**config.mk**
```make
export PLATFORM = sky130hd
export DESIGN_NAME = mesi_coherence_cluster
export DESIGN_NICKNAME = d
export VERILOG_FILES = /design/src/rtl/mesi_pkg.sv /design/src/rtl/mesi_arbiter.sv /design/src/rtl/mesi_snoop_bus.sv /design/src/rtl/mesi_line_ctrl.sv /design/src/rtl/mesi_coherence_cluster.sv
export SDC_FILE = /design/constraint.sdc
export NUM_CORES = 1
export LEC_CHECK = 0
export BUFFER_PORTS_ARGS = -buffer_cell sky130_fd_sc_hd__buf_4
export CORE_AREA = 2 2 161 163
export CTS_CLUSTER_DIAMETER = 60
export DETAILED_ROUTE_END_ITERATION = 16
export DIE_AREA = 0 0 163 165
export GPL_TIMING_DRIVEN = 0
export PLACE_DENSITY = 0.72
export SLEW_MARGIN = 20
export SYNTH_ARGS = -nofsm -noshare
export SYNTH_HDL_FRONTEND = slang
export SYNTH_SLANG_ARGS = --single-unit
```
**constraint.sdc**
```tcl
create_clock -name clk -period 4.3 [get_ports clk]
set_clock_uncertainty 0.2 [all_clocks]
set_input_delay 0.43 -clock clk [delete_from_list [all_inputs] [get_ports clk]]
set_output_delay 0.43 -clock clk [all_outputs]
set_load 0.01 [all_outputs]
```
**src/rtl/mesi_pkg.sv**
```systemverilog
package mesi_pkg;

    typedef enum logic [1:0] {
        ST_I = 2'd0,
        ST_S = 2'd1,
        ST_E = 2'd2,
        ST_M = 2'd3
    } mesi_e;

    typedef enum logic [2:0] {
        OP_NONE = 3'd0,
        OP_RD   = 3'd1,
        OP_RDX  = 3'd2,
        OP_UPG  = 3'd3,
        OP_WB   = 3'd4
    } bop_e;

    typedef enum logic [1:0] {
        K_READ  = 2'd0,
        K_WRITE = 2'd1,
        K_WBACK = 2'd2,
        K_RSVD  = 2'd3
    } kind_e;

    typedef enum logic [1:0] {
        F_IDLE = 2'd0,
        F_BUS  = 2'd1,
        F_DONE = 2'd2
    } fsm_e;

    // Bus transaction a request of kind k needs when the local line is in state s
    function automatic bop_e needed_op(kind_e k, mesi_e s);
        bop_e r;
        r = OP_NONE;
        case (k)
            K_READ:  r = (s == ST_I) ? OP_RD : OP_NONE;
            K_WRITE: r = (s == ST_I) ? OP_RDX : ((s == ST_S) ? OP_UPG : OP_NONE);
            K_WBACK: r = (s == ST_M) ? OP_WB : OP_NONE;
            default: r = OP_NONE;
        endcase
        return r;
    endfunction

    // State of a peer copy after it snoops transaction op
    function automatic mesi_e snoop_next(bop_e op, mesi_e s);
        mesi_e r;
        r = s;
        case (op)
            OP_RD:          r = (s == ST_I) ? ST_I : ST_S;
            OP_RDX, OP_UPG: r = ST_I;
            default:        r = s;
        endcase
        return r;
    endfunction

endpackage

```
**src/rtl/mesi_arbiter.sv**
```systemverilog
module mesi_arbiter #(
    parameter int N = 3
) (
    input  logic         clk,
    input  logic         rst,
    input  logic [N-1:0] req,
    output logic [N-1:0] gnt
);
    logic taken;

    always_comb begin
        gnt   = '0;
        taken = 1'b0;
        for (int i = 0; i < N; i++) begin
            if (req[i] && !taken) begin
                gnt[i] = 1'b1;
                taken  = 1'b1;
            end
        end
    end

    a_r10_single_grant: assert property (@(posedge clk) disable iff (rst) $onehot0(gnt));
    a_r10_no_idle_bus: assert property (@(posedge clk) disable iff (rst) (|req) |-> (|gnt));

endmodule

```
**src/rtl/mesi_snoop_bus.sv**
```systemverilog
module mesi_snoop_bus
    import mesi_pkg::*;
#(
    parameter int NCORE  = 3,
    parameter int NLINES = 4,
    parameter int DW     = 8,
    localparam int LW = (NLINES > 1) ? $clog2(NLINES) : 1,
    localparam int SW = (NCORE > 1) ? $clog2(NCORE) : 1
) (
    input  logic             clk,
    input  logic             rst,
    input  logic [NCORE-1:0] gnt,
    input  bop_e             req_op   [NCORE],
    input  logic [LW-1:0]    req_line [NCORE],
    input  logic [DW-1:0]    req_data [NCORE],
    input  logic [NCORE-1:0] snp_hit,
    input  logic [NCORE-1:0] snp_dirty,
    input  logic [DW-1:0]    snp_data [NCORE],
    output logic             bc_valid,
    output bop_e             bc_op,
    output logic [SW-1:0]    bc_src,
    output logic [LW-1:0]    bc_line,
    output logic [DW-1:0]    bc_data,
    output logic             bc_shared
);
    logic [DW-1:0] mem_q [NLINES];
    logic [DW-1:0] flush_data;
    logic [DW-1:0] src_data;
    logic          any_dirty;

    always_comb begin
        bc_valid = 1'b0;
        bc_op    = OP_NONE;
        bc_src   = '0;
        bc_line  = '0;
        src_data = '0;
        for (int i = 0; i < NCORE; i++) begin
            if (gnt[i]) begin
                bc_valid = 1'b1;
                bc_op    = req_op[i];
                bc_src   = SW'(i);
                bc_line  = req_line[i];
                src_data = req_data[i];
            end
        end
    end

    always_comb begin
        flush_data = '0;
        for (int i = 0; i < NCORE; i++) begin
            if (snp_dirty[i]) flush_data |= snp_data[i];
        end
    end

    assign any_dirty = |snp_dirty;
    assign bc_shared = bc_valid && (bc_op == OP_RD) && (|snp_hit);
    assign bc_data   = any_dirty ? flush_data : mem_q[bc_line];

    always_ff @(posedge clk) begin
        if (rst) begin
            for (int i = 0; i < NLINES; i++) mem_q[i] <= '0;
        end else if (bc_valid) begin
            if (bc_op == OP_WB) mem_q[bc_line] <= src_data;
            else if (any_dirty) mem_q[bc_line] <= flush_data;
        end
    end

    // at most one Modified holder of any line
    a_r3_one_dirty_holder: assert property (@(posedge clk) disable iff (rst) $countones(snp_dirty) <= 1);
    // an upgrading writer holds Shared, so no peer can be Modified
    a_r5_upgrade_no_dirty: assert property (@(posedge clk) disable iff (rst)
        (bc_valid && bc_op == OP_UPG) |-> !any_dirty);
    a_r10_snoop_needs_bus: assert property (@(posedge clk) disable iff (rst)
        !bc_valid |-> (snp_hit == '0));

endmodule

```
**src/rtl/mesi_line_ctrl.sv**
```systemverilog
module mesi_line_ctrl
    import mesi_pkg::*;
#(
    parameter int NCORE  = 3,
    parameter int NLINES = 4,
    parameter int DW     = 8,
    parameter int ID     = 0,
    localparam int LW = (NLINES > 1) ? $clog2(NLINES) : 1,
    localparam int SW = (NCORE > 1) ? $clog2(NCORE) : 1
) (
    input  logic                clk,
    input  logic                rst,
    input  logic                req_valid,
    input  logic [1:0]          req_kind,
    input  logic [LW-1:0]       req_line,
    input  logic [DW-1:0]       req_wdata,
    output logic                req_done,
    output logic [DW-1:0]       rsp_data,
    output logic                bus_req,
    output bop_e                bus_op,
    output logic [LW-1:0]       bus_line,
    output logic [DW-1:0]       bus_data,
    input  logic                bus_gnt,
    input  logic                bc_valid,
    input  bop_e                bc_op,
    input  logic [SW-1:0]       bc_src,
    input  logic [LW-1:0]       bc_line,
    input  logic [DW-1:0]       bc_data,
    input  logic                bc_shared,
    output logic                snp_hit,
    output logic                snp_dirty,
    output logic [DW-1:0]       snp_data,
    output logic [2*NLINES-1:0] line_states
);
    mesi_e         st_q  [NLINES];
    logic [DW-1:0] dat_q [NLINES];
    fsm_e          fsm_q;
    kind_e         kind_q;
    logic [LW-1:0] line_q;
    logic [DW-1:0] wdata_q;
    logic [DW-1:0] rsp_q;

    kind_e req_k;
    bop_e  idle_need;
    bop_e  wait_need;
    logic  snp_act;
    logic  defer;

    assign req_k     = kind_e'(req_kind);
    assign snp_act   = bc_valid && (bc_src != SW'(ID))
                       && (bc_op == OP_RD || bc_op == OP_RDX || bc_op == OP_UPG);
    assign defer     = snp_act && (bc_line == req_line);
    assign idle_need = needed_op(req_k, st_q[req_line]);
    assign wait_need = needed_op(kind_q, st_q[line_q]);

    assign snp_hit   = snp_act && (st_q[bc_line] != ST_I);
    assign snp_dirty = snp_act && (st_q[bc_line] == ST_M);
    assign snp_data  = dat_q[bc_line];

    assign bus_req   = (fsm_q == F_BUS) && (wait_need != OP_NONE);
    assign bus_op    = wait_need;
    assign bus_line  = line_q;
    assign bus_data  = (wait_need == OP_WB) ? dat_q[line_q] : wdata_q;

    assign req_done  = (fsm_q == F_DONE);
    assign rsp_data  = rsp_q;

    for (genvar l = 0; l < NLINES; l++) begin : g_state_out
        assign line_states[2*l +: 2] = st_q[l];
    end

    always_ff @(posedge clk) begin
        if (rst) begin
            for (int i = 0; i < NLINES; i++) begin
                st_q[i]  <= ST_I;
                dat_q[i] <= '0;
            end
            fsm_q   <= F_IDLE;
            kind_q  <= K_READ;
            line_q  <= '0;
            wdata_q <= '0;
            rsp_q   <= '0;
        end else begin
            // snooped peer transaction
            if (snp_act && st_q[bc_line] != ST_I)
                st_q[bc_line] <= snoop_next(bc_op, st_q[bc_line]);

            case (fsm_q)
                F_IDLE: begin
                    if (req_valid && !defer) begin
                        kind_q  <= req_k;
                        line_q  <= req_line;
                        wdata_q <= req_wdata;
                        if (idle_need == OP_NONE) begin
                            if (req_k == K_READ) begin
                                rsp_q <= dat_q[req_line];
                            end else if (req_k == K_WRITE) begin
                                st_q[req_line]  <= ST_M;
                                dat_q[req_line] <= req_wdata;
                            end
                            fsm_q <= F_DONE;
                        end else begin
                            fsm_q <= F_BUS;
                        end
                    end
                end
                F_BUS: begin
                    if (wait_need == OP_NONE) begin
                        fsm_q <= F_DONE;
                    end else if (bus_gnt) begin
                        case (wait_need)
                            OP_RD: begin
                                st_q[line_q]  <= bc_shared ? ST_S : ST_E;
                                dat_q[line_q] <= bc_data;
                                rsp_q         <= bc_data;
                            end
                            OP_RDX, OP_UPG: begin
                                st_q[line_q]  <= ST_M;
                                dat_q[line_q] <= wdata_q;
                            end
                            default: ;
                        endcase
                        fsm_q <= F_DONE;
                    end
                end
                default: fsm_q <= F_IDLE;
            endcase
        end
    end

    a_r10_grant_only_when_asking: assert property (@(posedge clk) disable iff (rst)
        bus_gnt |-> bus_req);
    a_r4_silent_upgrade: assert property (@(posedge clk) disable iff (rst)
        (fsm_q == F_IDLE && req_valid && !defer && req_k == K_WRITE && st_q[req_line] == ST_E)
        |=> (st_q[line_q] == ST_M && fsm_q == F_DONE && !bc_valid));
    a_r8_wb_keeps_modified: assert property (@(posedge clk) disable iff (rst)
        (bus_gnt && bus_op == OP_WB) |=> st_q[line_q] == ST_M);
    a_r2_fill_exclusive: assert property (@(posedge clk) disable iff (rst)
        (bus_gnt && bus_op == OP_RD && !bc_shared) |=> st_q[line_q] == ST_E);
    a_r11_defer_holds: assert property (@(posedge clk) disable iff (rst)
        (fsm_q == F_IDLE && req_valid && defer) |=> fsm_q == F_IDLE);

    for (genvar l = 0; l < NLINES; l++) begin : g_chk
        a_r5_snoop_invalidates: assert property (@(posedge clk) disable iff (rst)
            (snp_act && bc_line == LW'(l) && (bc_op == OP_RDX || bc_op == OP_UPG))
            |=> st_q[l] == ST_I);
        a_r3_snoop_read_shares: assert property (@(posedge clk) disable iff (rst)
            (snp_act && bc_line == LW'(l) && bc_op == OP_RD && st_q[l] != ST_I)
            |=> st_q[l] == ST_S);
    end

endmodule

```
**src/rtl/mesi_coherence_cluster.sv**
```systemverilog
module mesi_coherence_cluster
    import mesi_pkg::*;
#(
    parameter int NCORE  = 3,
    parameter int NLINES = 4,
    parameter int DW     = 8,
    localparam int LW = (NLINES > 1) ? $clog2(NLINES) : 1,
    localparam int SW = (NCORE > 1) ? $clog2(NCORE) : 1
) (
    input  logic                      clk,
    input  logic                      rst,
    input  logic [NCORE-1:0]          req_valid,
    input  logic [2*NCORE-1:0]        req_kind,
    input  logic [LW*NCORE-1:0]       req_line,
    input  logic [DW*NCORE-1:0]       req_wdata,
    output logic [NCORE-1:0]          req_done,
    output logic [DW*NCORE-1:0]       rsp_data,
    output logic [2*NLINES*NCORE-1:0] line_state,
    output logic                      bus_valid,
    output logic [2:0]                bus_op,
    output logic [SW-1:0]             bus_src,
    output logic [LW-1:0]             bus_line,
    output logic                      bus_shared
);
    logic [NCORE-1:0] core_req;
    logic [NCORE-1:0] core_gnt;
    logic [NCORE-1:0] snp_hit;
    logic [NCORE-1:0] snp_dirty;
    bop_e             core_op   [NCORE];
    logic [LW-1:0]    core_line [NCORE];
    logic [DW-1:0]    core_data [NCORE];
    logic [DW-1:0]    snp_data  [NCORE];

    logic             bc_valid;
    bop_e             bc_op;
    logic [SW-1:0]    bc_src;
    logic [LW-1:0]    bc_line;
    logic [DW-1:0]    bc_data;
    logic             bc_shared;

    for (genvar c = 0; c < NCORE; c++) begin : g_core
        mesi_line_ctrl #(
            .NCORE(NCORE), .NLINES(NLINES), .DW(DW), .ID(c)
        ) i_ctrl (
            .clk        (clk),
            .rst        (rst),
            .req_valid  (req_valid[c]),
            .req_kind   (req_kind[2*c +: 2]),
            .req_line   (req_line[LW*c +: LW]),
            .req_wdata  (req_wdata[DW*c +: DW]),
            .req_done   (req_done[c]),
            .rsp_data   (rsp_data[DW*c +: DW]),
            .bus_req    (core_req[c]),
            .bus_op     (core_op[c]),
            .bus_line   (core_line[c]),
            .bus_data   (core_data[c]),
            .bus_gnt    (core_gnt[c]),
            .bc_valid   (bc_valid),
            .bc_op      (bc_op),
            .bc_src     (bc_src),
            .bc_line    (bc_line),
            .bc_data    (bc_data),
            .bc_shared  (bc_shared),
            .snp_hit    (snp_hit[c]),
            .snp_dirty  (snp_dirty[c]),
            .snp_data   (snp_data[c]),
            .line_states(line_state[2*NLINES*c +: 2*NLINES])
        );
    end

    mesi_arbiter #(.N(NCORE)) i_arb (
        .clk(clk),
        .rst(rst),
        .req(core_req),
        .gnt(core_gnt)
    );

    mesi_snoop_bus #(.NCORE(NCORE), .NLINES(NLINES), .DW(DW)) i_bus (
        .clk      (clk),
        .rst      (rst),
        .gnt      (core_gnt),
        .req_op   (core_op),
        .req_line (core_line),
        .req_data (core_data),
        .snp_hit  (snp_hit),
        .snp_dirty(snp_dirty),
        .snp_data (snp_data),
        .bc_valid (bc_valid),
        .bc_op    (bc_op),
        .bc_src   (bc_src),
        .bc_line  (bc_line),
        .bc_data  (bc_data),
        .bc_shared(bc_shared)
    );

    assign bus_valid  = bc_valid;
    assign bus_op     = bc_op;
    assign bus_src    = bc_src;
    assign bus_line   = bc_line;
    assign bus_shared = bc_shared;

endmodule

```
After elaboration in Yosys (flattened, before gate mapping)
Memory sizes are Yosys's and may differ from the RTL's. A register that Yosys moved wholly into a read port is not among the register bits.
Index checks and enable logic that the tools add are counted.
Word-level totals
  output and inout port bits: 60
  input bits: 41
  bits in writable memories: 152
  word-level logic and storage cells: 451
  memories kept: 7
  register bits: 66
Memories
  g_core[0].i_ctrl.dat_q: words 4, bits a word 8, rd ports 3, clocked after Yosys merged registers in 1, wr ports 4, line mesi_line_ctrl.sv:36  | logic [DW-1:0] dat_q [NLINES];
  g_core[1].i_ctrl.dat_q: words 4, bits a word 8, rd ports 3, clocked after Yosys merged registers in 1, wr ports 4, line mesi_line_ctrl.sv:36
  g_core[2].i_ctrl.dat_q: words 4, bits a word 8, rd ports 3, clocked after Yosys merged registers in 1, wr ports 4, line mesi_line_ctrl.sv:36
  i_bus.mem_q: words 4, bits a word 8, rd ports 1, clocked after Yosys merged registers in 0, wr ports 4, line mesi_snoop_bus.sv:26  | logic [DW-1:0] mem_q [NLINES];
  g_core[0].i_ctrl.st_q: words 4, bits a word 2, rd ports 7, clocked after Yosys merged registers in 1, wr ports 4, line mesi_line_ctrl.sv:35  | mesi_e st_q [NLINES];
  g_core[1].i_ctrl.st_q: words 4, bits a word 2, rd ports 7, clocked after Yosys merged registers in 1, wr ports 4, line mesi_line_ctrl.sv:35
  +1 memories
Cells by class
  multiplexer cells: 248
  reduce and logical (&&, ||, !) cells: 97
  bitwise gates (word level): 9
  equal/unequal tests: 75
Operator list (count)
  $mux 8: 39
  $mux 2: 69
  $mux 1: 110
  $reduce_or 8->1: 7
  $pmux 3 s3: 6
  $pmux 8 s2: 3
  $mux 3: 15
  $eq 2x2->1 const B: 18
  $logic_not 2->1: 18
  $eq 2x1->1 const B: 15
  $ne 2x1->1 const B: 13
  $reduce_or 2->1: 13
  $logic_and 1x1->1: 25
  $eq 3x2->1 const B: 8
  $pmux 2 s2: 6
  $reduce_and 7->1: 3
  $logic_not 3->1: 6
  $or 8x8->8: 2
  $ne 2x2->1 const B: 7
  $reduce_bool 2->1: 7
  $eq 3x1->1 const B: 4
  $eq 3x3->1 const B: 4
  $reduce_and 2->1: 6
  $ne 3x2->1 const B: 3
  6 further kinds: 22

Longest topological paths before layout
  depth in word-level cells: 29
  mapped depth: 18
  mapped depth without buffers: 12

Cells and area by module
A second synthesis with hierarchy kept.
Second synthesis, totals
  cells, all modules: 1261
  area, all modules: 13984.7 µm²
Modules (own cells, without submodules)
  mesi_line_ctrl at g_core[1].i_ctrl: area each 4097.7 µm², instances 1, cells each 371, sequential area each 1681.6 µm²
  mesi_line_ctrl at g_core[0].i_ctrl: area each 3903.7 µm², instances 1, cells each 353, sequential area each 1681.6 µm²
  mesi_line_ctrl at g_core[2].i_ctrl: area each 3749.8 µm², instances 1, cells each 326, sequential area each 1681.6 µm²
  mesi_snoop_bus: area each 2207.1 µm², instances 1, cells each 208, sequential area each 960.9 µm²
  mesi_arbiter: area each 26.3 µm², instances 1, cells each 3, sequential area each 0.0 µm²

Least setup slack after synthesis
No wires, ideal clock.
  path kind: register to register
  start point: register (tool-made name)
  end point: memory i_bus.mem_q[3][0] (enable)
  buffers on the path: 4
  data arrival time: 4.108 ns
  slack: -0.395 ns
  stages on the path, launching flop included: 15
  period minus slack after synthesis: 4.695 ns
  path through: dfxtp_1 buf_6 mux4_2 nand4b_1 buf_4 a2bb2oi_2 mux2_4 a31oi_4 a221oi_1 or4_1 buf_2 nor2_4 o41ai_4 buf_2 o31ai_1
RTL lines (line)
  end: declaration: mesi_snoop_bus.sv:26

==> summary.md <==
| Metric | Value |
|---|---|
| Core area | 25000 um^2 |
| Crit Path Class | reg2reg |
| #FFs+latches synth | 224 |
| Required @ worst endpoint | 4.39 ns |
| Most common cell after layout, fill and taps aside | buf_4 |
| First DRT Iteration DRCs | 2349 |
| Fin util | 0.780 |
| First-pass GRT wire length | 81900 um |
| DR vias/cell | 7.22 |
| Avg WL per Cell | 29.4 um |
| Most used DFF post-synth | edfxtp_1 |
| Register area | 5780 um^2 |
| CTS Sinks | 224 |
| Final nets | 1696 |
| Cells after Synth | 1337 |
| Final Cycle Share | 1.06 |
| Largest net degree at the start of global routing | 15 |
| Layout area overhead | 44.0% |
| Endpoint class of the critical path | flop |
| Net count after synthesis | 1378 |
| Residual DRC count | 0 |
| Mapped Avg Cell Area | 10.1 um^2 |
| Slew HR | 0.160 |
| Crit path time final | 4.55 ns |
| Fmax | 220 MHz |
| Share of layout cells above drive strength 1 | 0.415 |
| Bufs on Longest Clock Path | 3 |
| Total GRT Usage | 0.411 |
| Critical Path Start Type | flop |
| Chip height | 165 um |
| CTS tree | built |
| Slew Viols, Final | 0 |
| DP HPWL | 37000 um |
| Hold WC Path Type | in2reg |
| Failing checks | setup timing |
| Final setup fails | 214 |
| Setup Slack @ Placement | -1.54 ns |
| Power Total | 0.00624 W |
| Critical Path Fanout Max | 10 |
| Setup_tns | -19.74 ns |
| Via Count | 14500 |
| Ys async rst share | 0 |
| Routed WL | 59000 um |
| Synth area leaders | edfxtp_1 28%, dfxtp_1 14%, mux4_2 9.8% |
| Post-synth EDFFs | 128 |
| Ports | 101 |
| Area occupied by multi-input gates | 8890 um^2 |
| Power per Cell Area | 319 nW/um^2 |
| Static leakage | 7.55 nW |
| Number of fill cells | 1482 |
| CTS H-tree depth | 1 |
| Final GP Congestion | 1.03 |
| Die Area | 26900 um^2 |
| N_diodes | 0 |
| First-pass DRT Iterations | 6 |
| Final setup margin | -0.245 ns |
| Starting density of the core | 0.542 |
| Number of global-route vias before repair | 13600 |
| Hold WS | 0.0718 ns |
| Row count | 58 |
| Most frequent cells in the layout | 233 x buf_4, 137 x nand2_1, 128 x edfxtp_1 |
| Num CTS Buffers | 27 |
| Clock latency on the worst-skew pair | 0.56 ns |
| CTS root buffer | clkbuf_16 |
| Dominant cell type by area after synthesis | edfxtp_1 |
| Die X-Extent | 163 um |
| VDD IR max | 0.338 mV |
| Port Buffer Count | 95 |
| Clock slew at reported path FFs | 0.06 ns |
| Final hold violations | 0 |
| Sequential-to-total area share from yosys stat | 0.425 |
| Slew of the pin with the lowest slew margin | 1.26 ns |
| Max-Cap Viols | 0 |
| Cell Area, Synth | 13600 um^2 |
| Top cell type's share of synthesized area | 0.283 |
| Initial antenna violation count | 1 |
| Cell variety after synth | 87 |
| Crit path DAT | 4.64 ns |
| Yosys warning count | 0 |
| Global route overflow | 0 |
| Antenna-violating nets left | 0 |
| Outcome | finished with violations |
| RSZ-0062 raised after global routing | true |
-- layer usage --
layer,part of all wire,track usage,up-vias
li1,-,-,5830
met1,0.33,0.526,6867
met2,0.43,0.635,1379
met3,0.15,0.0954,401
met4,0.084,0.251,0
met5,0,0,-
-- registers in the layout, indices dropped and copies added, names as in the netlist, named ones only --
signal / count
g_core.i_ctrl.bus_line: 6
g_core.i_ctrl.dat_q: 96
g_core.i_ctrl.rsp_data: 24
g_core.i_ctrl.fsm_q: 6
g_core.i_ctrl.st_q: 24
g_core.i_ctrl.kind_q: 6
g_core.i_ctrl.wdata_q: 24
i_bus.mem_q: 32
-- worst paths after layout --
| check | slack (ns) | from | to | cells after the start |
|---|---|---|---|---|
| min reg2reg | 0.30 | g_core[0].i_ctrl.rsp_data[7]$_SDFFE_PP0P_ | g_core[0].i_ctrl.rsp_data[7]$_SDFFE_PP0P_ | 2 |
| max | -0.25 | g_core[0].i_ctrl.st_q[0][1]$_SDFFE_PP1P_ | g_core[2].i_ctrl.dat_q[0][1]$_SDFFCE_PN0P_ | 18 |
| max reg2reg | -0.25 | g_core[0].i_ctrl.st_q[0][1]$_SDFFE_PP1P_ | g_core[2].i_ctrl.dat_q[0][1]$_SDFFCE_PN0P_ | 18 |
| min | 0.07 | req_kind[2] | g_core[1].i_ctrl.kind_q[0]$_SDFFE_PP0P_ | 5 |
-- kinds of logic after synthesis --
family          synth area share
buf+inv                   0.0435
simple gates               0.166
flops                      0.425
xor+xnor                 0.00387
compound gates             0.186
mux                        0.175
-- final cells by class --
cell class / instances / area share
multi-input cells: 984 / 0.455
flip-flops and latches: 224 / 0.296
repair buffers: 294 / 0.134
plain buffers: 87 / 0.0370
clock buffers: 31 / 0.0364
well taps: 330 / 0.0211
clock inverters: 19 / 0.0132
inverters: 37 / 0.00737
-- power by group --
group / switching, W / leakage, nW / internal [W]
Clock: 0.000992 / 0.467 / 0.00151
Combinational: 0.000735 / 4.97 / 0.000523
Sequential: 0.000105 / 2.11 / 0.00237
Total: 0.00183 / 7.55 / 0.00440
-- Yosys cell counts (all sizes together) (26+ instances only) --
library cell,count
nor2,129
a22oi,29
nand2,155
nand3,33
mux4,59
dfxtp,96
edfxtp,128
a21oi,106
inv,37
mux2i,90
buf,45
o21ai,37
o22ai,26
clkbuf,49
-- repair_timing --
item,in CTS,in global routing
resized for setup,276,170
endpoints found under the setup margin,344,317
pin swaps,60,61
buffers inserted,127,48
hold buffers,27,0
cloned,2,2
hold endpoints to repair,27,0
-- worst max-delay path: stages (launching register included) --
cell      delay [ns]
dfxtp_1         0.40
mux4_2          0.54
nand4b_1        0.16
buf_4           0.13
a2bb2o_4        0.21
buf_8           0.14
a31oi_4         0.18
a21o_1          0.25
buf_12          0.16
buf_8           0.18
buf_12          0.18
mux2i_2         0.24
mux2i_2         0.13
nand4_1         0.25
o211ai_1        0.15
buf_4           0.18
buf_4           0.14
o21ai_4         0.32
a21oi_1         0.11
-- metrics by stage --
step                cell area [um^2]  cells
finish                         19500   2006
global route                   19500   2006
CTS                            18400   1963
detailed placement             14800   1763
global placement               14800   1762
floorplan                      13600   1337
Power figures use the tool's default switching activity.
